$ cat src/rtl/sdram_seq_pkg.sv
package sdram_seq_pkg;

    localparam int CMD_W = 3;

    // Command codes seen at the cmd port
    typedef enum logic [CMD_W-1:0] {
        CMD_NOP  = 3'd0,
        CMD_PREA = 3'd1,
        CMD_AREF = 3'd2,
        CMD_MRS  = 3'd3,
        CMD_NORM = 3'd4
    } sd_cmd_e;

    // Handshake state machine
    typedef enum logic [1:0] {
        ST_PWRUP,
        ST_ISSUE,
        ST_GAP,
        ST_RUN
    } seq_state_e;

    // Position in the command series
    typedef enum logic [1:0] {
        PH_PREA,
        PH_AREF,
        PH_MRS,
        PH_NORM
    } seq_phase_e;

endpackage

$ cat src/rtl/sdram_seq_wait.sv
// Down counter shared by the power-up delay and the inter-command gap.
module sdram_seq_wait #(
    parameter int W       = 8,
    parameter int RST_VAL = 0
) (
    input  logic         clk,
    input  logic         rst_n,
    input  logic         load,
    input  logic [W-1:0] load_val,
    output logic         expired
);

    logic [W-1:0] cnt_q;

    always_ff @(posedge clk or negedge rst_n) begin
        if (!rst_n) begin
            cnt_q <= W'(RST_VAL);
        end else if (load) begin
            cnt_q <= load_val;
        end else if (cnt_q != '0) begin
            cnt_q <= cnt_q - 1'b1;
        end
    end

    assign expired = (cnt_q == '0);

endmodule

$ cat src/rtl/sdram_seq_step.sv
// Tracks which command of the power-up series is current.
module sdram_seq_step
    import sdram_seq_pkg::*;
#(
    parameter int REF_COUNT = 8
) (
    input  logic    clk,
    input  logic    rst_n,
    input  logic    adv,
    output sd_cmd_e cur_cmd,
    output logic    at_last
);

    localparam int REF_W = (REF_COUNT > 1) ? $clog2(REF_COUNT) : 1;
    localparam logic [REF_W-1:0] REF_LAST = REF_W'(REF_COUNT - 1);

    seq_phase_e       phase_q;
    logic [REF_W-1:0] rcnt_q;

    always_ff @(posedge clk or negedge rst_n) begin
        if (!rst_n) begin
            phase_q <= PH_PREA;
            rcnt_q  <= '0;
        end else if (adv) begin
            unique case (phase_q)
                PH_PREA: begin
                    phase_q <= PH_AREF;
                    rcnt_q  <= '0;
                end
                PH_AREF: begin
                    if (rcnt_q == REF_LAST) begin
                        phase_q <= PH_MRS;
                    end else begin
                        rcnt_q <= rcnt_q + 1'b1;
                    end
                end
                PH_MRS:  phase_q <= PH_NORM;
                PH_NORM: phase_q <= PH_NORM;
            endcase
        end
    end

    always_comb begin
        unique case (phase_q)
            PH_PREA: cur_cmd = CMD_PREA;
            PH_AREF: cur_cmd = CMD_AREF;
            PH_MRS:  cur_cmd = CMD_MRS;
            PH_NORM: cur_cmd = CMD_NORM;
        endcase
    end

    assign at_last = (phase_q == PH_NORM);

endmodule

$ cat src/rtl/sdram_seq_fsm.sv
// Handshake state machine: power-up wait, issue, gap, run.
module sdram_seq_fsm
    import sdram_seq_pkg::*;
#(
    parameter int W       = 8,
    parameter int GAP_CYC = 2
) (
    input  logic         clk,
    input  logic         rst_n,
    input  logic         cmd_ack,
    input  logic         wait_done,
    input  sd_cmd_e      step_cmd,
    input  logic         step_last,
    output sd_cmd_e      cmd,
    output logic         cmd_vld,
    output logic         ready,
    output logic         step_adv,
    output logic         wait_load,
    output logic [W-1:0] wait_val
);

    localparam bit           HAS_GAP  = (GAP_CYC > 0);
    localparam logic [W-1:0] GAP_LOAD = HAS_GAP ? W'(GAP_CYC - 1) : '0;

    seq_state_e state_q, state_d;
    logic       accept;

    assign accept = (state_q == ST_ISSUE) && cmd_ack;

    // State register
    always_ff @(posedge clk or negedge rst_n) begin
        if (!rst_n) begin
            state_q <= ST_PWRUP;
        end else begin
            state_q <= state_d;
        end
    end

    // Transitions
    always_comb begin
        state_d = state_q;
        unique case (state_q)
            ST_PWRUP: if (wait_done) state_d = ST_ISSUE;
            ST_ISSUE: begin
                if (cmd_ack) begin
                    if (step_last)    state_d = ST_RUN;
                    else if (HAS_GAP) state_d = ST_GAP;
                    else              state_d = ST_ISSUE;
                end
            end
            ST_GAP:   if (wait_done) state_d = ST_ISSUE;
            ST_RUN:   state_d = ST_RUN;
        endcase
    end

    // Outputs
    always_comb begin
        cmd_vld   = (state_q == ST_ISSUE);
        cmd       = cmd_vld ? step_cmd : CMD_NOP;
        ready     = (state_q == ST_RUN);
        step_adv  = accept;
        wait_load = accept && !step_last && HAS_GAP;
        wait_val  = GAP_LOAD;
    end

endmodule

$ cat src/rtl/sdram_refresh_gen.sv
// Two-stage periodic refresh request generator with a pending flag.
module sdram_refresh_gen #(
    parameter int PS_W = 8,
    parameter int RT_W = 8
) (
    input  logic            clk,
    input  logic            rst_n,
    input  logic            enable,
    input  logic [PS_W-1:0] cfg_prescale,
    input  logic [RT_W-1:0] cfg_period,
    input  logic            ref_ack,
    output logic            ref_req
);

    logic [PS_W-1:0] ps_q;
    logic [RT_W-1:0] rt_q;
    logic            ps_wrap;
    logic            expire;

    // >= keeps the stages bounded if the configuration shrinks mid-count
    assign ps_wrap = (ps_q >= cfg_prescale);
    assign expire  = enable && ps_wrap && (rt_q >= cfg_period);

    always_ff @(posedge clk or negedge rst_n) begin
        if (!rst_n) begin
            ps_q    <= '0;
            rt_q    <= '0;
            ref_req <= 1'b0;
        end else if (!enable) begin
            ps_q    <= '0;
            rt_q    <= '0;
            ref_req <= 1'b0;
        end else begin
            if (ps_wrap) begin
                ps_q <= '0;
                if (rt_q >= cfg_period) rt_q <= '0;
                else                    rt_q <= rt_q + 1'b1;
            end else begin
                ps_q <= ps_q + 1'b1;
            end
            if (expire)       ref_req <= 1'b1;
            else if (ref_ack) ref_req <= 1'b0;
        end
    end

endmodule

$ cat src/rtl/sdram_init_seq.sv
// SDRAM power-up command sequencer: top level.
module sdram_init_seq
    import sdram_seq_pkg::*;
#(
    parameter int PWRUP_CYC = 200,
    parameter int GAP_CYC   = 2,
    parameter int REF_COUNT = 8,
    parameter int PS_W      = 8,
    parameter int RT_W      = 8
) (
    input  logic             clk,
    input  logic             rst_n,
    input  logic [PS_W-1:0]  cfg_prescale,
    input  logic [RT_W-1:0]  cfg_period,
    input  logic             cmd_ack,
    input  logic             ref_ack,
    output logic [CMD_W-1:0] cmd,
    output logic             cmd_vld,
    output logic             ready,
    output logic             ref_req
);

    localparam int WAIT_MAX = (PWRUP_CYC > GAP_CYC) ? PWRUP_CYC : GAP_CYC;
    localparam int WAIT_W   = $clog2(WAIT_MAX + 1);
    localparam int PW_INIT  = (PWRUP_CYC > 0) ? PWRUP_CYC - 1 : 0;

    sd_cmd_e           step_cmd;
    sd_cmd_e           fsm_cmd;
    logic              step_last;
    logic              step_adv;
    logic              wait_load;
    logic              wait_done;
    logic [WAIT_W-1:0] wait_val;

    sdram_seq_wait #(
        .W       (WAIT_W),
        .RST_VAL (PW_INIT)
    ) u_wait (
        .clk      (clk),
        .rst_n    (rst_n),
        .load     (wait_load),
        .load_val (wait_val),
        .expired  (wait_done)
    );

    sdram_seq_step #(
        .REF_COUNT (REF_COUNT)
    ) u_step (
        .clk     (clk),
        .rst_n   (rst_n),
        .adv     (step_adv),
        .cur_cmd (step_cmd),
        .at_last (step_last)
    );

    sdram_seq_fsm #(
        .W       (WAIT_W),
        .GAP_CYC (GAP_CYC)
    ) u_fsm (
        .clk       (clk),
        .rst_n     (rst_n),
        .cmd_ack   (cmd_ack),
        .wait_done (wait_done),
        .step_cmd  (step_cmd),
        .step_last (step_last),
        .cmd       (fsm_cmd),
        .cmd_vld   (cmd_vld),
        .ready     (ready),
        .step_adv  (step_adv),
        .wait_load (wait_load),
        .wait_val  (wait_val)
    );

    sdram_refresh_gen #(
        .PS_W (PS_W),
        .RT_W (RT_W)
    ) u_refresh (
        .clk          (clk),
        .rst_n        (rst_n),
        .enable       (ready),
        .cfg_prescale (cfg_prescale),
        .cfg_period   (cfg_period),
        .ref_ack      (ref_ack),
        .ref_req      (ref_req)
    );

    assign cmd = fsm_cmd;

endmodule

$ cat config.mk
export PLATFORM = sky130hd
export DESIGN_NAME = sdram_init_seq
export DESIGN_NICKNAME = d
export VERILOG_FILES = /design/src/rtl/sdram_seq_pkg.sv /design/src/rtl/sdram_seq_wait.sv /design/src/rtl/sdram_seq_step.sv /design/src/rtl/sdram_seq_fsm.sv /design/src/rtl/sdram_refresh_gen.sv /design/src/rtl/sdram_init_seq.sv
export SDC_FILE = /design/constraint.sdc
export NUM_CORES = 1
export LEC_CHECK = 0
export ABC_AREA = 1
export BUFFER_PORTS_ARGS = -buffer_cell sky130_fd_sc_hd__buf_2
export CAP_MARGIN = 10
export CORE_MARGIN = 2
export CORE_UTILIZATION = 25
export CTS_CLUSTER_DIAMETER = 200
export DETAILED_ROUTE_END_ITERATION = 10
export GPL_TIMING_DRIVEN = 0
export SLEW_MARGIN = 20
export SYNTH_ARGS = -nofsm -noshare
export SYNTH_HDL_FRONTEND = slang
export SYNTH_SLANG_ARGS = --single-unit
$ cat constraint.sdc
create_clock -name clk -period 4.32 [get_ports clk]
set_clock_uncertainty 0.15 [all_clocks]
set_input_delay 0.864 -clock clk [delete_from_list [all_inputs] [get_ports clk]]
set_output_delay 0.864 -clock clk [all_outputs]
set_load 0.01 [all_outputs]
# ---- Yosys cells after proc, flatten, opt, wreduce, memory -nomap -nowiden
# Index checks and enable logic that the tools add are counted.
# Widths: inputs -> output; s select.
dict set report word_totals {
  regBits 32
  input_bits 20
  out_inout_bits 6
  wordCells 62
}
dict set report classes {
  addsub 4
  magnitude_cmp 2
  eq_ne 13
  n_mux 20
  n_reduce_logical 16
}
# op count
set ops {}
lappend ops {{$mux 8} 7}
lappend ops {{$add 8x1->8 const B} 2}
lappend ops {{$ge 8x8->1} 2}
lappend ops {{$pmux 2 s3} 2}
lappend ops {{$pmux 3 s4} 1}
lappend ops {{$eq 2x2->1 const B} 4}
lappend ops {{$logic_not 8->1} 1}
lappend ops {{$reduce_bool 8->1} 1}
lappend ops {{$sub 8x1->8 const B} 1}
lappend ops {{$mux 2} 3}
lappend ops {{$mux 3} 2}
lappend ops {{$ne 2x2->1 const B} 3}
lappend ops {{$pmux 3 s2} 1}
lappend ops {{$eq 2x1->1 const B} 2}
lappend ops {{$logic_and 1x1->1} 4}
lappend ops {{$logic_not 2->1} 2}
lappend ops {{$mux 1} 4}
lappend ops {{$ne 2x1->1 const B} 2}
lappend ops {{$reduce_and 2->1} 2}
lappend ops {{$reduce_bool 2->1} 2}
lappend ops {{$reduce_or 2->1} 2}
lappend ops {{$add 3x1->3 const B} 1}
lappend ops {{$eq 3x3->1 const B} 1}
lappend ops {{$ne 3x3->1 const B} 1}
lappend ops {{2 further kinds} 2}

# ---- Longest topological paths before layout
dict set report depth {
  depth_word 5
  mapped_depth 11
  depth_no_buf 11
}

# ---- By module
# From an unflattened synthesis, not the netlist that was laid out.
dict set report hier_totals {
  hier_cells 329
  hier_area_um2 2466.1
}
# module instances cells_per_inst area_each_um2 seq_area_each_um2
set by_module_without_submodules {}
lappend by_module_without_submodules {sdram_refresh_gen 1 178 1366.3 425.4}
lappend by_module_without_submodules {sdram_seq_wait 1 71 519.2 206.4}
lappend by_module_without_submodules {sdram_seq_step 1 44 351.6 125.1}
lappend by_module_without_submodules {sdram_seq_fsm 1 36 229.0 50.0}

# ---- Worst setup path after synthesis
# OpenSTA, ideal clock, no wires.
dict set report synth_timing {
  kind {in2reg}
  start {input port cfg_prescale[7]}
  end {register u_refresh.rt_q[1]}
  setup_time_ps 122
  t_arrival_ps 1856
  required_ps 4048
  path_slack_ps 2192
  stages 7
  path_buffers 0
  cell_sequence {inv_1 ha_1 a21o_1 nor2_4 nand3_2 nand2_2 o21ai_1}
}
dict set report synth_via {
  elab_chain_len 2
}
# item line_no
set synth_lines {}
lappend synth_lines {{from (decl)} sdram_init_seq.sv:13} ;# input logic [PS_W-1:0] cfg_prescale,
lappend synth_lines {{$ge 8x8->1} sdram_refresh_gen.sv:21} ;# assign ps_wrap = (ps_q >= cfg_prescale);
lappend synth_lines {{$ne 2x2->1 (no line)} -}
lappend synth_lines {{to (signal assigned)} sdram_refresh_gen.sv:37} ;# else rt_q <= rt_q + 1'b1;
lappend synth_lines {{to (decl)} sdram_refresh_gen.sv:16} ;# logic [RT_W-1:0] rt_q;
# Every way passes these cells.
# A chain may end at the register's enable or synchronous reset.

# ---- Worst setup path in the final report
dict set report layout_timing {
  start {register u_step.phase_q[0]}
  end {output port cmd[1]}
}
dict set report layout_via {
  elab_chain_len 3
  elab_cells_between_ends 6
  classes_between {eq/ne (3); mux (2); reduce/logical (1)}
}
# item line_no
set layout_lines {}
lappend layout_lines {{from (decl)} sdram_seq_step.sv:17} ;# seq_phase_e phase_q;
lappend layout_lines {{from (signal assigned)} sdram_seq_step.sv:22} ;# phase_q <= PH_PREA;
lappend layout_lines {{from (signal assigned)} sdram_seq_step.sv:27} ;# phase_q <= PH_AREF;
lappend layout_lines {{from (signal assigned)} sdram_seq_step.sv:32} ;# phase_q <= PH_MRS;
lappend layout_lines {{$eq 2x2->1 (tied with other cells)} sdram_seq_step.sv:44} ;# unique case (phase_q)
lappend layout_lines {{$pmux 3 s4 *} sdram_seq_step.sv:44}
lappend layout_lines {{$mux 3 *} sdram_seq_fsm.sv:59} ;# cmd = cmd_vld ? step_cmd : CMD_NOP;
lappend layout_lines {{to (decl)} sdram_init_seq.sv:17} ;# output logic [CMD_W-1:0] cmd,
# Mark *: on every way between the ends. The rest lies on a longest branch, timed or not.

==> impl_metrics.tcl <==
set metrics [dict create \
    fp.coreArea_sq_um 9150 \
    syn2layout_area_growth_pct 16.8 \
    insertedDiodeCount 0 \
    powerDensity_nw_per_um2 369 \
    pwr-share-clk 0.316 \
    setup_viol 0 \
    final_max_slew_viol_count 0 \
    crit_path_max_fanout 6 \
    seqPwrFrac 0.403 \
    path_buf_inv 3 \
    die_h_um 101 \
    grt_pass1_wl_um 7910 \
    via_count 1901 \
    grt_pass1_vias 1792 \
    cts_tree "built" \
    clockRootBuffer "clkbuf_8" \
    dp.cells 427 \
    holdBufCountCts 0 \
    pin_count 26 \
    period_share 0.561 \
    worst_pin_slew_ps 699 \
    synthesis.yosys.warnings 0 \
    max_stage_delay_ps 470 \
    crit_start "u_step.phase_q[0]" \
    gr-total-overflow 0 \
    postCtsSetupBuffers 0 \
    swShare 0.330 \
    synth-xor-area-share 0.0376 \
    drtIter0Drc 97 \
    max_cap_viol_count 0 \
    cp_top_family "flip-flops" \
    synthDistinctLibCells 35 \
    path_cells "inv_1 > ha_1 > inv_1 > nor2_1 > buf_2" \
    worstHoldPathType "reg2reg" \
    ir_worst_vdd_mv 0.126 \
    p_leak_nw 1.42 \
    crit_type "reg2out" \
    worstSetupEndpointType "output pin" \
    rr_endpoint "u_refresh.rt_q[7]" \
    cts.reportedPaths.clkPinSlew_ps 70 \
    synthMuxAreaShare 0 \
    final_cells 435 \
    io_buffer_count 25 \
    max_slew_margin 0.534 \
    post_cts_resized 0 \
    cp_common_cell "inv_1" \
    ys_seq_area_frac 0.346 \
    crit_arrival_ps 1410 \
    dieWidth_um 101 \
    drt_first_pass_iters 4 \
    start_util 0.255 \
    synthSimpleGateAreaFrac 0.291 \
    drcViolationCount 0 \
    final_hold_viol_count 0 \
    cts_made_buffers 5 \
    netlist_area_sq_um 2330 \
    synth_top_family_by_area "simple AND/OR/NAND/NOR gates" \
    drive_above_1_share 0.204 \
    synth_compound_area_frac 0.0784 \
    insertion_delay_ps 290 \
    setup.worst_path.start_class "flop" \
    final_common_cell "nand2_1" \
    min_period_ps 2420 \
    rr_startpoint "u_refresh.ps_q[5]" \
    fmax_mhz 413 \
    crit_end "cmd[1]" \
    dp_hpwl_um 3460 \
    synth-adder-area-share 0.156 \
    outcome "finished clean" \
    via_per_inst 4.37 \
    gp_congestion 0.818 \
    wl_per_cell_um 10.3 \
    min_from "u_wait.cnt_q[1]" \
    wl_um 4480 \
    crit_path_top_delay_cell "dfrtp_1" \
    intPower_uw 672 \
    max-clock-path-buffers 2 \
    syn_nets 340 \
    p_sw_uw 331 \
    grt_start_max_net_pins 33 \
    fin_tns_setup_ps 0 \
    fp-row-count 35 \
    clock_sinks 32 \
    netlist_instances 291 \
    final_nets 372 \
    mostFrequentLayoutCells "nand2_1, inv_1, nor2_1" \
    critPathRequiredTime_ps 3310 \
    crit_cells 5 \
    antenna_found_initial 0 \
    ant_nets 0 \
    rrSetupSlack_ps 2490 \
    yosys_register_bits 32 \
    dieArea_sq_um 10100 \
    syn-mean-instance-area_sq_um 8.01 \
    pwr-share-comb 0.280 \
    reg2reg_depth 7 \
    htree_levels 2 \
    grt_usage 0.0972 \
    power_mw 1.00 \
    rsz0062_at_grt "false" \
]
-- metrics by stage --
step	util	worst slack, ps	hold slack (ps)	cell area (sq um)
2_1_floorplan	-	2190	304	2330
3_3_place_gp	0.283	1900	328	2590
3_5_place_dp	0.283	1880	331	2590
4_1_cts	0.297	1870	341	2720
5_1_grt	0.297	1810	368	2720
6_report	0.297	1900	340	2720
-- synth_stat cells (all sizes together) --
library cell   n  area share
dfrtp         27        0.29
a21oi          8       0.019
nor2          37       0.079
a211oi         1      0.0054
o22ai          1      0.0027
nand3         21       0.052
a21o           1      0.0032
o21a           1      0.0032
clkinv         1      0.0016
buf            1      0.0021
xnor2          1      0.0038
dfstp          5       0.056
clkbuf         1      0.0021
nand2         55        0.10
nand4         10       0.027
nand3b         4       0.013
a31oi          1      0.0027
xor2           9       0.034
ha            29        0.16
inv           52       0.085
nor4           2      0.0054
o21ai         19       0.042
nor3           4       0.013
-- worst min-delay path by stage --
stage | cells past startpoint | endpoint | slack, ps
2_1_floorplan | 1 | u_refresh.ps_q[0] | 300
3_3_place_gp | 1 | u_refresh.ps_q[0] | 330
3_5_place_dp | 2 | u_wait.cnt_q[1] | 330
4_1_cts | 2 | u_wait.cnt_q[1] | 340
5_1_grt | 2 | u_wait.cnt_q[1] | 370
6_report | 2 | u_wait.cnt_q[1] | 340
-- registers in the layout, indices dropped and copies added (netlist names) --
register / count
u_fsm.state_q: 2
u_refresh.ps_q: 8
u_refresh.ref_req: 1
u_refresh.rt_q: 8
u_step.phase_q: 2
u_step.rcnt_q: 3
u_wait.cnt_q: 8
-- per-layer routing --
layer | share of wire | up-vias | GRT usage | wire (um)
met5 | 0 | - | 0 | 0
met4 | 0.020 | 0 | 0.0411 | 89
met3 | 0.029 | 5 | 0.0229 | 132
met2 | 0.48 | 24 | 0.163 | 2130
met1 | 0.48 | 872 | 0.120 | 2130
li1 | - | 1000 | - | -
-- logic make-up (layout without fill, tap and decap cells) --
logic type / count (synthesis) / after routing
simple gates: 133 / 133
xor+xnor: 10 / 10
buf+inv: 55 / 88
compound gates: 32 / 32
fa+ha+maj: 29 / 29
flops: 32 / 32
-- area by class of cell --
| class | count | area (sq um) |
|---|---|---|
| Fill cell | 994 | 6430 |
| Multi-Input combinational cell | 204 | 1310 |
| Sequential cell | 32 | 807 |
| Inverter | 53 | 201 |
| Tap cell | 111 | 139 |
| Timing Repair Buffer | 25 | 125 |
| Clock buffer | 7 | 96.3 |
| Clock inverter | 1 | 30.0 |
| Buffer | 2 | 10.0 |
-- worst min-delay path, stage by stage, from the launching register on --
cell	delay, ps
dfstp_2	380
nand2_1	70
o21ai_2	50
-- power groups by stage --
stage                     logic [mW]  clock network, mW  registers [mW]
after floorplan                0.227                  0           0.395
after global placement         0.274                  0           0.407
after detailed placement       0.284                  0           0.410
after CTS                      0.286              0.327           0.405
after global routing           0.341              0.340           0.414
final                          0.281              0.317           0.405
Power figures use the tool's default switching activity.
